**src/rtl/ser_cfg_loader.sv**
```systemverilog
module ser_cfg_loader #(
  parameter int NREGS     = 8,
  parameter int DW        = 16,
  parameter int AW        = 8,
  parameter int MIN_EDGES = 4
) (
  input  logic                clk,
  input  logic                rst_n,
  input  logic                pin_data,
  input  logic                pin_sclk,
  input  logic                pin_sel,
  output logic [NREGS*DW-1:0] regs_o,
  output logic [AW-1:0]       addr_o,
  output logic                proto_err_o,
  output logic                addr_err_o
);

  localparam int SW = (DW > AW) ? DW : AW;
  localparam int CW = $clog2(SW + MIN_EDGES + 1);
  localparam logic [CW-1:0] CMAX = {CW{1'b1}};

  logic [1:0] d_s;
  logic [2:0] k_s, e_s;

  always_ff @(posedge clk or negedge rst_n)
    if (!rst_n) begin
      d_s <= '0;
      k_s <= '0;
      e_s <= '0;
    end else begin
      d_s <= {d_s[0], pin_data};
      k_s <= {k_s[1:0], pin_sclk};
      e_s <= {e_s[1:0], pin_sel};
    end

  wire din     = d_s[1];
  wire sel_lvl = e_s[1];
  wire k_rise  = k_s[1] & ~k_s[2];
  wire en_fall = ~e_s[1] & e_s[2];

  logic [SW-1:0] shreg;
  logic [CW-1:0] cnt;
  logic          frame_addr, abort;

  wire bad_edge = k_rise & ~en_fall & (cnt != '0) & ~frame_addr & sel_lvl;

  always_ff @(posedge clk or negedge rst_n)
    if (!rst_n) begin
      shreg      <= '0;
      cnt        <= '0;
      frame_addr <= 1'b0;
      abort      <= 1'b0;
    end else if (en_fall) begin
      shreg <= '0;
      cnt   <= '0;
      abort <= 1'b0;
    end else if (k_rise) begin
      shreg <= {shreg[SW-2:0], din};
      if (cnt != CMAX) cnt <= cnt + 1'b1;
      if (cnt == '0) frame_addr <= sel_lvl;
      if (bad_edge) abort <= 1'b1;
    end

  wire enough      = cnt >= CW'(MIN_EDGES);
  wire addr_ok     = {1'b0, addr_o} < (AW+1)'(NREGS);
  wire commit_addr = en_fall & enough & frame_addr;
  wire commit_data = en_fall & enough & ~frame_addr & ~abort;

  always_ff @(posedge clk or negedge rst_n)
    if (!rst_n) begin
      addr_o      <= '0;
      proto_err_o <= 1'b0;
      addr_err_o  <= 1'b0;
    end else begin
      if (commit_addr) addr_o <= shreg[AW-1:0];
      if (bad_edge) proto_err_o <= 1'b1;
      if (commit_data && !addr_ok) addr_err_o <= 1'b1;
    end

  for (genvar g = 0; g < NREGS; g++) begin : g_reg
    always_ff @(posedge clk or negedge rst_n)
      if (!rst_n) regs_o[g*DW +: DW] <= '0;
      else if (commit_data && addr_o == AW'(g)) regs_o[g*DW +: DW] <= shreg[DW-1:0];
  end

  a_r2_only_on_fall: assert property (@(posedge clk) disable iff (!rst_n)
    !en_fall |=> $stable(regs_o) && $stable(addr_o));

  a_r6_min_edges: assert property (@(posedge clk) disable iff (!rst_n)
    (en_fall && cnt < CW'(MIN_EDGES)) |=> $stable(regs_o) && $stable(addr_o));

  a_r3_addr_load: assert property (@(posedge clk) disable iff (!rst_n)
    commit_addr |=> addr_o == $past(shreg[AW-1:0]));

  a_r7_err_sticky: assert property (@(posedge clk) disable iff (!rst_n)
    proto_err_o |=> proto_err_o);

  a_r7_abort_no_write: assert property (@(posedge clk) disable iff (!rst_n)
    (en_fall && abort) |=> $stable(regs_o));

  a_r8_bad_addr: assert property (@(posedge clk) disable iff (!rst_n)
    (en_fall && !addr_ok) |=> $stable(regs_o));

  a_r8_err_sticky: assert property (@(posedge clk) disable iff (!rst_n)
    addr_err_o |=> addr_err_o);

endmodule

```
**config.mk**
```make
export PLATFORM = sky130hd
export DESIGN_NAME = ser_cfg_loader
export DESIGN_NICKNAME = d
export VERILOG_FILES = /design/src/rtl/ser_cfg_loader.sv
export SDC_FILE = /design/constraint.sdc
export NUM_CORES = 1
export LEC_CHECK = 0
export BUFFER_PORTS_ARGS = -buffer_cell sky130_fd_sc_hd__buf_4
export CAP_MARGIN = 40
export CORE_MARGIN = 5
export CORE_UTILIZATION = 54
export DETAILED_ROUTE_END_ITERATION = 7
export PLACE_DENSITY = 0.79
export SYNTH_ARGS = -nofsm -noshare
export SYNTH_HDL_FRONTEND = slang
export SYNTH_SLANG_ARGS = --single-unit
```
**constraint.sdc**
```tcl
create_clock -name clk -period 2.72 [get_ports clk]
set_clock_uncertainty 0.2 [all_clocks]
set_input_delay 0.408 -clock clk [delete_from_list [all_inputs] [get_ports clk]]
set_output_delay 0.408 -clock clk [all_outputs]
set_load 0.05 [all_outputs]
```
==> impl_results.md <==
- Status: complete, no violations
- Final ANT Viol Nets: 0
- Global-route wire length before repair: 24200 um
- Area share of the largest cell type after synthesis: 64.9%
- Yosys warns: 0
- Final period util: 89.8%
- Worst setup EP type: register
- Average wire per cell in the routed design: 19.6 um
- Yosys reg bits: 169
- CP Data Required Time: 2.82 ns
- Most frequent cell after synthesis: dfrtp_1
- Sequential element share of the synthesized area: roughly 65%
- Hold Crit Depth: 0
- Initial antenna violation count: 0
- Total Routing Usage GR: between 20% and 30%
- TritonCTS Buffers: 17
- Worst-case reg-to-reg path depth: 3
- Critical path data arrival time: about 2.6 ns
- VDD IR max: about 370 uV
- Net Switching: 1.18 mW
- Reg power frac: 48.1%
- Clock-pin transition on the worst setup and hold timing paths: ~0.06 ns
- IO Pins: 143
- Fmax: 409 MHz
- P&R area growth vs syn: 28.7%
- Commonest cells in the netlist: 169 x dfrtp_1, 136 x mux2_2, 37 x nand2_1
- Min-delay src: k_s[0]
- Count of pins over their slew limit: 0
- Largest stage delay, worst path: 0.70 ns
- Comb pwr share: 4.8%
- Chip height: roughly 120 um
- Global route overflow: 0
- Drt pass-1 iters: 4
- IO Port Bufs: roughly 140
- Initial Utilization: 54.7%
- WS Path Type: register to register
- TNS Setup: 0 ns
- Fin nets: just under 600
- CTS tree: built
- Compound-gate portion of the synthesized area: 1.98%
- XOR/XNOR Fraction of Synth Area: less than 1%
- Vias per cell: 5.47
- Antenna diodes: 0
- P_int: about 4.2 mW
- Clock Power Share: between 40 and 50%
- Final instance area: 8380 um2
- Post-CTS Resized: 0
- Crit-path cells: or4_4, nor2_2, mux2_2
- Slowest CP cell: nor2_2
- Via Count: just over 4000
- Clock latency at the later pin of the worst-skew pair: 0.42 ns
- Post-synthesis mux area share: 23.5%
- Maximum number of pins on one net before global-route repair: 80
- Sw Share: 21.8%
- Final Hold Viols: 0
- R2r endpoint: regs_o[29]
- Min-delay worst type: register to register
- Startpoint type of the worst setup path: register
- Syn_nets: 449
- Power density over the cells: 644 nW/um2
- Syn_area_per_cell: 14.8 um2
- Worst rel slew slack: 41.4%
- Worst Setup SP: addr_o[5]
- Largest fanout on the critical path: 16
- DP Area: between 7000 and 8000 um2
- Routability cong.: between 0.7 and 0.8
- Total die area: 14400 um2
- Post-synthesis cell area: 6510 um2
- Adder-Cell Fraction of Synth Area: less than 1%
- Main combinational cell family by area after synthesis: multiplexers
- Vias in the first global route: 4369
- HPWL Detailed: 10200 um
- Starting DRT DRC Count: 224
- Post-Route WL: about 15000 um
- DRC Markers: 0
- Clock Tree Buf Depth: 2
- Die Width: between 100 and 150 um
- Post-synthesis simple-gate area fraction: 6.28%
- Asr flop ratio synth: 100%
- Final critical-path required period: 2.44 ns
- Worst R2R Start: addr_o[5]
- Top post-synthesis cells by area: dfrtp_1 65%, mux2_2 24%, nand2_1 2.1%, a21oi_1 1.4%, clkbuf_1 1.2%
- Post-synth top area cell: dfrtp_1
- Unrepaired setup endpoints after global routing: false
- Hold Path Sink: k_s[1]
- Row cnt: 40
- Leak: 4.44 nW
- Cells after Synth: 441
- Core Region: 11900 um2
- Max-Cap Viols: 0
- Number of enable flip-flop cells after synthesis: 0
- Share of layout cells above drive strength 1: 55.7%
- H-tree lvl count: 4
- Main flop type after synthesis: dfrtp_1
- Final count of negative-setup-slack endpoints: 0
- Slew @ Worst Pin: 0.878 ns
- Clock sink count: 169
- Post-synthesis cell type count: 35
- Flop-to-flop setup slack: approximately 0.28 ns
- Clock root cell: clkbuf_16
worst max-delay path: cells and delay by family (launching register included):
kind	cells	cell delay, ns
simple gates	2	1.28
flops	1	0.42
mux	1	0.42
how the worst max path moves through the flow:
stage | slack [ns] | depth (start not counted) | endpoint
after detailed placement | 0.27 | 3 | regs_o[20]
after floorplan | 0.34 | 4 | regs_o[16]
after CTS | 0.25 | 3 | regs_o[29]
after global routing | 0.15 | 3 | regs_o[29]
after global placement | 0.35 | 3 | regs_o[88]
final | 0.28 | 3 | regs_o[29]
per-layer routing:
metal,track usage [%],vias up,part of all wire (%)
li1,-,1818,-
met4,7.23,0,1.8
met1,28.1,2090,41
met3,7.26,23,8.3
met2,35.0,147,48
met5,0,-,0
cell families after synthesis:
group | Yosys count
adder cells (fa/ha/maj) | 3
XOR/XNOR | 3
multiplexers | 136
AND/OR/NAND/NOR | 74
flip-flops | 169
buffers and inverters | 32
AO/OA/AOI/OAI | 24
what timing repair did:
item	4_1_cts	5_1_grt
buffers inserted	0	0
hold buffers	4	0
hold endpoints to repair	75	0
cell usage in the layout (no fill, tap or decap), drive strengths merged:
cell           n
nand3          3
nor3           3
mux2         136
clkinvlp       3
clkbuf        21
and3           2
or4b           1
a2111oi        1
nor3b          3
a21oi         18
nand2         40
nand4          1
or2            3
dlygate4sd3    4
nand4b         1
xor2           2
dfrtp        169
nor2b          2
nand2b         1
and2           1
ha             3
nor4           2
nor4b          1
buf          152
xnor2          1
nor2           8
o21a           1
or2b           1
clkinv         3
o21ai          3
o31ai          1
inv            2
bufinv         4
or4            1
through the flow:
step	hold WS, ns	utilization [%]	setup WS (ns)	power [mW]	instances
2_1_floorplan	-0.0876	-	0.338	2.78	441
3_3_place_gp	0.135	64.7	0.347	2.89	710
3_5_place_dp	0.136	64.7	0.272	2.90	710
4_1_cts	0.150	70.4	0.254	5.44	745
5_1_grt	0.160	70.4	0.154	5.59	745
6_report	0.149	70.4	0.276	5.40	745
cell type report:
| class | instances | area [um2] |
|---|---|---|
| clock buffer | 21 | 460 |
| clock inverter | 10 | 169 |
| fill | 800 | 3530 |
| inverter | 2 | 7.51 |
| multi-input combinational | 240 | 2130 |
| sequential | 169 | 4230 |
| tap | 147 | 184 |
| timing repair buffer | 156 | 1200 |
power by group through the flow:
| stage | registers [mW] | logic, mW | clock network (mW) |
|---|---|---|---|
| after global routing | 2.60 | 0.288 | 2.70 |
| after floorplan | 2.67 | 0.110 | 0 |
| final | 2.60 | 0.259 | 2.54 |
| after global placement | 2.64 | 0.251 | 0 |
| after detailed placement | 2.64 | 0.258 | 0 |
| after CTS | 2.60 | 0.265 | 2.58 |
flip-flops by register name, indices dropped and copies added (netlist names):
signal and flops:
regs_o 128, shreg 16, addr_o 8, cnt 5
e_s 3, k_s 3, d_s 2, abort 1
addr_err_o 1, frame_addr 1, proto_err_o 1
No activity file was read; power rests on OpenSTA's default activity.
